==> config.mk <==
export PLATFORM = sky130hd
export DESIGN_NAME = vector_pattern_gen
export DESIGN_NICKNAME = d
export VERILOG_FILES = /design/src/rtl/vpg_pkg.sv /design/src/rtl/vpg_hold_counter.sv /design/src/rtl/vpg_pattern_ring.sv /design/src/rtl/vector_pattern_gen.sv
export SDC_FILE = /design/constraint.sdc
export NUM_CORES = 1
export LEC_CHECK = 0
export ABC_AREA = 1
export BUFFER_PORTS_ARGS = -buffer_cell sky130_fd_sc_hd__buf_4
export CELL_PAD_IN_SITES_DETAIL_PLACEMENT = 1
export CELL_PAD_IN_SITES_GLOBAL_PLACEMENT = 1
export CORE_MARGIN = 1.5
export CORE_UTILIZATION = 41
export DETAILED_ROUTE_END_ITERATION = 8
export MAX_ROUTING_LAYER = met4
export PLACE_DENSITY = 0.74
export SLEW_MARGIN = 15
export SYNTH_ARGS = -nofsm -noshare
export SYNTH_HDL_FRONTEND = slang
export SYNTH_SLANG_ARGS = --single-unit
export TNS_END_PERCENT = 100
==> constraint.sdc <==
create_clock -name clk -period 1.7 [get_ports clk]
set_input_delay 0.34 -clock clk [delete_from_list [all_inputs] [get_ports clk]]
set_output_delay 0.34 -clock clk [all_outputs]
set_load 0.01 [all_outputs]
==> src/rtl/vpg_pkg.sv <==
package vpg_pkg;
    // Default geometry: 8-bit dash pattern, 4-bit stretch value
    localparam int unsigned VPG_PAT_W  = 8;
    localparam int unsigned VPG_MULT_W = 4;
endpackage

==> src/rtl/vpg_hold_counter.sv <==
module vpg_hold_counter #(
    parameter int unsigned MULT_W = vpg_pkg::VPG_MULT_W
) (
    input  logic              clk,
    input  logic              rst_n,
    input  logic              step,
    input  logic              restart,
    input  logic              mult_load,
    input  logic [MULT_W-1:0] mult_data,
    output logic              advance
);
    localparam int unsigned CNT_W = MULT_W + 1;
    localparam logic [CNT_W-1:0] SPAN = CNT_W'(1) << MULT_W;

    typedef struct packed {
        logic [MULT_W-1:0] mult;
        logic [CNT_W-1:0]  cnt;
    } hold_state_t;

    hold_state_t s_d, s_q;
    logic [CNT_W-1:0] hold_len;

    always_comb begin
        s_d      = s_q;
        // Hold length is 2**MULT_W minus the stretch value; zero gives the full span
        hold_len = SPAN - CNT_W'(s_q.mult);
        advance  = step && !restart && (s_q.cnt >= hold_len - CNT_W'(1));
        if (mult_load) begin
            s_d.mult = mult_data;
        end
        if (restart) begin
            s_d.cnt = '0;
        end else if (step) begin
            s_d.cnt = advance ? '0 : s_q.cnt + CNT_W'(1);
        end
    end

    always_ff @(posedge clk or negedge rst_n) begin
        if (!rst_n) s_q <= '0;
        else        s_q <= s_d;
    end
endmodule

==> src/rtl/vpg_pattern_ring.sv <==
module vpg_pattern_ring #(
    parameter int unsigned PAT_W = vpg_pkg::VPG_PAT_W
) (
    input  logic             clk,
    input  logic             rst_n,
    input  logic             load,
    input  logic [PAT_W-1:0] load_value,
    input  logic             advance,
    output logic             lsb
);
    typedef struct packed {
        logic [PAT_W-1:0] pat;
    } ring_state_t;

    ring_state_t s_d, s_q;

    always_comb begin
        s_d = s_q;
        if (load) begin
            s_d.pat = load_value;
        end else if (advance) begin
            // Rotate toward the low end; bit 0 wraps into the top
            s_d.pat = {s_q.pat[0], s_q.pat[PAT_W-1:1]};
        end
    end

    always_ff @(posedge clk or negedge rst_n) begin
        if (!rst_n) s_q <= '0;
        else        s_q <= s_d;
    end

    assign lsb = s_q.pat[0];
endmodule

==> src/rtl/vector_pattern_gen.sv <==
module vector_pattern_gen #(
    parameter int unsigned PAT_W  = vpg_pkg::VPG_PAT_W,
    parameter int unsigned MULT_W = vpg_pkg::VPG_MULT_W
) (
    input  logic             clk,
    input  logic             rst_n,
    input  logic             wr_cycle,
    input  logic             mult_load,
    input  logic             pat_load,
    input  logic [PAT_W-1:0] load_data,
    output logic             bit_out
);
    logic advance;

    vpg_hold_counter #(.MULT_W(MULT_W)) u_hold (
        .clk       (clk),
        .rst_n     (rst_n),
        .step      (wr_cycle),
        .restart   (pat_load),
        .mult_load (mult_load),
        .mult_data (load_data[MULT_W-1:0]),
        .advance   (advance)
    );

    vpg_pattern_ring #(.PAT_W(PAT_W)) u_ring (
        .clk        (clk),
        .rst_n      (rst_n),
        .load       (pat_load),
        .load_value (load_data),
        .advance    (advance),
        .lsb        (bit_out)
    );
endmodule

# ---- Word-level counts from Yosys, hierarchy flattened
# Cells that the tools add are included.
# W data, S select, Z words.
dict set report totals {
  register_bits 17
  in_bits 13
  out_inout_bits 1
  word_cells 17
}
dict set report classes {
  addsub 3
  n_lt_le_gt_ge 1
  n_mux 5
  n_reduce_logical 5
}
# op count
set ops {}
lappend ops {{$mux W8} 2}
lappend ops {{$mux W5} 3}
lappend ops {{$add A5 B1 Y5 const B} 1}
lappend ops {{$ge A5 B5 Y1} 1}
lappend ops {{$sub A5 B1 Y5 const B} 1}
lappend ops {{$sub A5 B4 Y5 const A} 1}
lappend ops {{$reduce_bool A2 Y1} 2}
lappend ops {{$logic_and A1 B1 Y1} 2}
lappend ops {{$logic_not A1 Y1} 1}

# ---- Logic depth before layout (Yosys ltp)
dict set report depth {
  word_depth 7
  depth_mapped 9
  mapped_depth_nobuf 9
}

# ---- By module
# A second synthesis with hierarchy kept.
dict set report hier_totals {
  hier_cells 111
  hier_area_um2 903.4
}
# mod instances cells_each area_each_um2 seq_area_each_um2
set modules_own_cells {}
lappend modules_own_cells {vpg_hold_counter 1 67 529.3 225.2}
lappend modules_own_cells {vpg_pattern_ring 1 44 374.1 200.2}

# ---- Least setup slack after synthesis
# Ideal clock, no wire load.
dict set report synth_path {
  kind {register -> register}
  start {reg u_hold.s_q[0] (netlist name)}
  end {reg u_hold.s_q[2] (netlist name)}
  setup_ps 120
  arrival_ps 1263
  required_ps 1580
  slack_ps 317
  path_stages_with_launch 10
  path_buffers 0
  synth_period_minus_slack_ps 1383
  cell_sequence {dfrtp_1 -> inv_1 -> ha_1 -> inv_1 -> nand2_1 -> nand4_1 -> nand2_4 -> nand2_8 -> inv_4 -> nor2_2}
}
dict set report synth_between {
  elab_chain_len 5
  elab_cells_between_ends 6
  cone_classes {add/sub: 1; order compare: 1; mux: 3; reduce/logical: 1}
}
# item line_no
set synth_lines {}
lappend synth_lines {{from (decl)} vpg_hold_counter.sv:20} ;# hold_state_t s_d, s_q;
lappend synth_lines {{from (signal assigned)} vpg_hold_counter.sv:39} ;# if (!rst_n) s_q <= '0;
lappend synth_lines {{from (signal assigned)} vpg_hold_counter.sv:40} ;# else s_q <= s_d;
lappend synth_lines {{$ge A5 B5 Y1} vpg_hold_counter.sv:27} ;# advance = step && !restart && (s_q.cnt >= hold_len - CNT_W'(1));
lappend synth_lines {{$logic_and A1 B1 Y1} vpg_hold_counter.sv:27}
lappend synth_lines {{$mux W5 *} vpg_hold_counter.sv:34} ;# s_d.cnt = advance ? '0 : s_q.cnt + CNT_W'(1);
lappend synth_lines {{$mux W5 *} vpg_hold_counter.sv:33} ;# end else if (step) begin
lappend synth_lines {{$mux W5 *} vpg_hold_counter.sv:31} ;# if (restart) begin
# Mark *: on every way between the ends. The rest lies on a longest branch, timed or not. The select of a mux whose other input is x is not followed.
# A chain may end at the register's enable or synchronous reset.

# ---- Worst setup path after layout
dict set report layout_path {
  start {reg u_hold.s_q[0] (netlist name)}
  end {reg u_ring.s_q[0] (netlist name)}
}
dict set report layout_between {
  elab_chain_len 3
}
# item line_no
set layout_lines {}
lappend layout_lines {{$ge A5 B5 Y1} vpg_hold_counter.sv:27}
lappend layout_lines {{$logic_and A1 B1 Y1} vpg_hold_counter.sv:27}
lappend layout_lines {{$reduce_bool A2 Y1 (no source line)} --}
lappend layout_lines {{to (signal assigned)} vpg_pattern_ring.sv:28} ;# if (!rst_n) s_q <= '0;
lappend layout_lines {{to (signal assigned)} vpg_pattern_ring.sv:29} ;# else s_q <= s_d;
lappend layout_lines {{to (decl)} vpg_pattern_ring.sv:15} ;# ring_state_t s_d, s_q;
# No other way between the ends.

==> results.md <==
- Post-CTS timing repair inserted 0 buffers for setup.
- The tool flagged a number of max-cap violations equal to 0.
- The critical-path cell with the highest stage delay is dfrtp_1.
- The combinational share of power is 26.8%.
- The post-synthesis average cell area is 8.34 µm².
- Counting every net in the synthesized netlist gives 135.
- Dividing the detail-routed wire length by the instance count gives 13.0 µm.
- The number of clock buffers added by TritonCTS is 3.
- After global routing the overflow that remains totals 0.
- At the worst endpoint, the required time is 1.90 ns.
- The fraction of final layout cells sized beyond drive strength 1 is 23.3%.
- Of the available clock period, the critical path in the final layout requires 91.8%.
- The number of core rows is 17.
- The total iterations of the first detailed-routing run is 4.
- Across all setup checks in the final design, the least slack found is 0.139 ns.
- Derived from the worst setup path, the maximum achievable clock frequency is 640 MHz.
- The worst supply voltage drop on vdd is 0.000579 V.
- The worst setup path is of the register to register kind.
- The clock transition at the registers of the reported paths is 0.10 ns.
- Setup repair after global routing left no endpoint under its margin.
- The final HPWL from detailed placement is 1.68 mm.
- The type of the worst min-delay path is primary input to register.
- For the final database, setup skew stands at 0.00190 ns.
- For the pin with the worst max-slew slack, the measured transition is 0.223 ns.
- In this run the power spent charging and discharging nets is 346 µW.
- The top-level port count is 14.
- After the first detailed-routing iteration, the DRC count stood at 9.
- The library cells used most frequently in the layout, excluding fill and tap cells, are 51 x nand2_1, 17 x dfrtp_1, 13 x buf_4, 10 x nand3_1, 7 x inv_1.
- The initial utilization of the core area, before any placement, comes to 43.7%.
- The number of endpoints failing setup at the final stage is 0.
- In this run switching power makes up 33.7% of total power.
- The startpoint type of the worst setup path is a register.
- The count of nets left with antenna violations after detail routing is 0.
- The design internal power is 679 µW.
- The die area is 2680 µm².
- The total number of vias is 795.
- The multi-input combinational cells in the finished layout cover a total of 492 µm².
- Measured against its own limit, the worst slew margin works out to 85.1%.
- For this run, the register share of the synthesized area comes to 43.6%.
- Global routing used 18.3% of the available tracks across all layers.
- The delay contributed by the slowest stage of the critical path is 0.41 ns.
- The library cell used most frequently in the layout, excluding fill and tap cells, is nand2_1.
- In this run the vertical extent of the chip is 51.8 µm.
- The clock latency reported for the late side of the worst-skew pair is 0.30 ns.
- The first global-routing pass estimated 3.49 mm of wire.
- The worst endpoint data arrival time is 1.76 ns.
- The number of antenna violations at the first check in global routing was 0.
- The clock tree from TritonCTS is done.
- Compared with the post-synthesis result, the final layout area differs by 15.8%.
- The most common cell type on the critical path is nand2_1.
- The last weighted congestion value of the routability-driven placer is 0.828.
- The clock drives 17 sinks.
- Entering global routing, the biggest net connects 18 pins.
- Port buffering added 13 buffers.
- The largest fanout on the critical path is 9.
- The filler cells instantiated in the layout total 293.
- In the final design database the tool counted 152 nets.
- The total power of the final layout is 1.02 mW.
- After technology mapping, the gate count stands at 117.
- The clock passes through at most 2 buffers.
- The final hold violation count is 0.
- In the routed design, unresolved DRC markers number 0.
- After detailed routing, the total wire length is 2.09 mm.
- The synthesized netlist occupies a cell area of 976 µm².
- The leakage power is 0.600 nW.
- The sequential share of power is 51.6%.
- The core region is 2230 µm².
- The clock period could shrink to 1.56 ns.
- The number of different library cells used by synthesis comes to 21.
- The count of antenna diodes in the layout is 0.
- The via count of the first global-routing pass was 776.
- The share of total power in the clock network is 21.6%.
- The synthesized design contains 17 register bits.
- CTS built an H-tree with a depth of 1.
- The minimum setup slack after placement is 0.128 ns.
- The flow ran to the end, and the final reports show no timing, DRC or antenna violations.
- The nature of the critical path endpoint is a register.
- The tree is rooted in a clkbuf_4.
- The number of max-slew violations in the final report is 0.
- The total power divided by cell area is 907 nW/µm².
- Summing all flip-flop and latch instances after layout gives 425 µm².
- The die is 51.8 µm wide.
- Yosys printed 0 warnings.
- In the routed layout, each cell is associated on average with a via count of 4.94.
- Traced cell by cell, the critical path runs through inv_1, ha_1, inv_1, nand2_1, nand4_1, nand2_4, nand2_8, nand2_1, nand2_1.
- For the final routed database, the setup TNS stands at 0 ns.
[critical path: cells and delay by family, from the launching register on]
family | cells | cell delay (ns)
simple gates | 6 | 0.63
fa+ha+maj | 1 | 0.28
flops | 1 | 0.41
buf+inv | 2 | 0.13
[logic make-up after synthesis]
| kind of cell | count (synthesis) | synth area share, % |
|---|---|---|
| xor+xnor | 2 | 1.80 |
| compound gates | 2 | 1.28 |
| mux | 3 | 3.46 |
| flops | 17 | 43.6 |
| simple gates | 76 | 37.4 |
| fa+ha+maj | 5 | 6.41 |
| buf+inv | 12 | 6.02 |
[power by group through the flow]
stage                     combinational [mW]  sequential (mW)  clock [mW]
after floorplan                        0.192            0.524           0
after global placement                 0.272            0.534           0
after detailed placement               0.278            0.539           0
after CTS                              0.281            0.530       0.230
after global routing                   0.325            0.537       0.235
final                                  0.275            0.528       0.222
[sequential cells by signal, summed over array words and instances, names as in the netlist]
| register | flops |
|---|---|
| u_ring.s_q | 8 |
| u_hold.s_q | 9 |
[layer usage]
layer	vias to the layer above	part of all wire [%]	GRT usage, %
met5	-	0	-
met4	0	1.3	7.89
met3	4	2.4	1.72
met2	14	47	29.1
met1	373	49	24.2
li1	404	-	-
[worst paths after layout]
kind                                 endpoint  slack [ns]           from  depth (start not counted)
worst max register to register  u_ring.s_q[0]        0.14  u_hold.s_q[0]                          9
worst min-delay path            u_hold.s_q[5]        0.27   load_data[0]                          3
worst max-delay path            u_ring.s_q[0]        0.14  u_hold.s_q[0]                          9
min in group asynchronous       u_hold.s_q[1]        0.43          rst_n                          2
worst min register to register  u_ring.s_q[7]        0.49  u_ring.s_q[7]                          2
max in group asynchronous       u_ring.s_q[1]        1.08          rst_n                          2
[cells in the mapped netlist]
cell type	instances	area [µm²]
buf_2	1	5.00
buf_6	1	11.3
dfrtp_1	17	425
ha_1	5	62.6
inv_1	7	26.3
inv_2	1	3.75
inv_4	2	12.5
mux2_1	1	11.3
mux2_2	2	22.5
nand2_1	51	191
nand2_4	2	22.5
nand2_8	1	20.0
nand3_1	10	50.1
nand3_2	1	10.0
nand4_1	3	18.8
nor2_1	3	11.3
nor2_2	3	18.8
nor2_4	2	22.5
o21ai_0	1	5.00
o21bai_1	1	7.51
xor2_1	2	17.5
[per-stage QoR]
step / hold slack (ns) / instances / instance area (µm²) / utilization (%)
floorplan: 0.0444 / 117 / 976 / -
global placement: 0.221 / 156 / 1090 / 48.9
detailed placement: 0.218 / 156 / 1090 / 48.9
CTS: 0.272 / 161 / 1130 / 50.6
global route: 0.286 / 161 / 1130 / 50.6
finish: 0.274 / 161 / 1130 / 50.6
[layout make-up]
| cell class | instances | area share, % |
|---|---|---|
| Clock inverter | 1 | 0.443 |
| Sequential cell | 17 | 37.7 |
| Timing Repair Buffer | 14 | 9.52 |
| Multi-Input combinational cell | 88 | 43.5 |
| Inverter | 10 | 3.77 |
| Clock buffer | 3 | 1.99 |
| Tap cell | 28 | 3.10 |
[repair_timing]
| action | in CTS | in global routing |
|---|---|---|
| gates resized for setup | 0 | 0 |
| hold buffers | 1 | 0 |
| endpoints found under the hold margin | 17 | 0 |
| setup endpoints to repair | 0 | 3 |
Power figures use the tool's default switching activity.
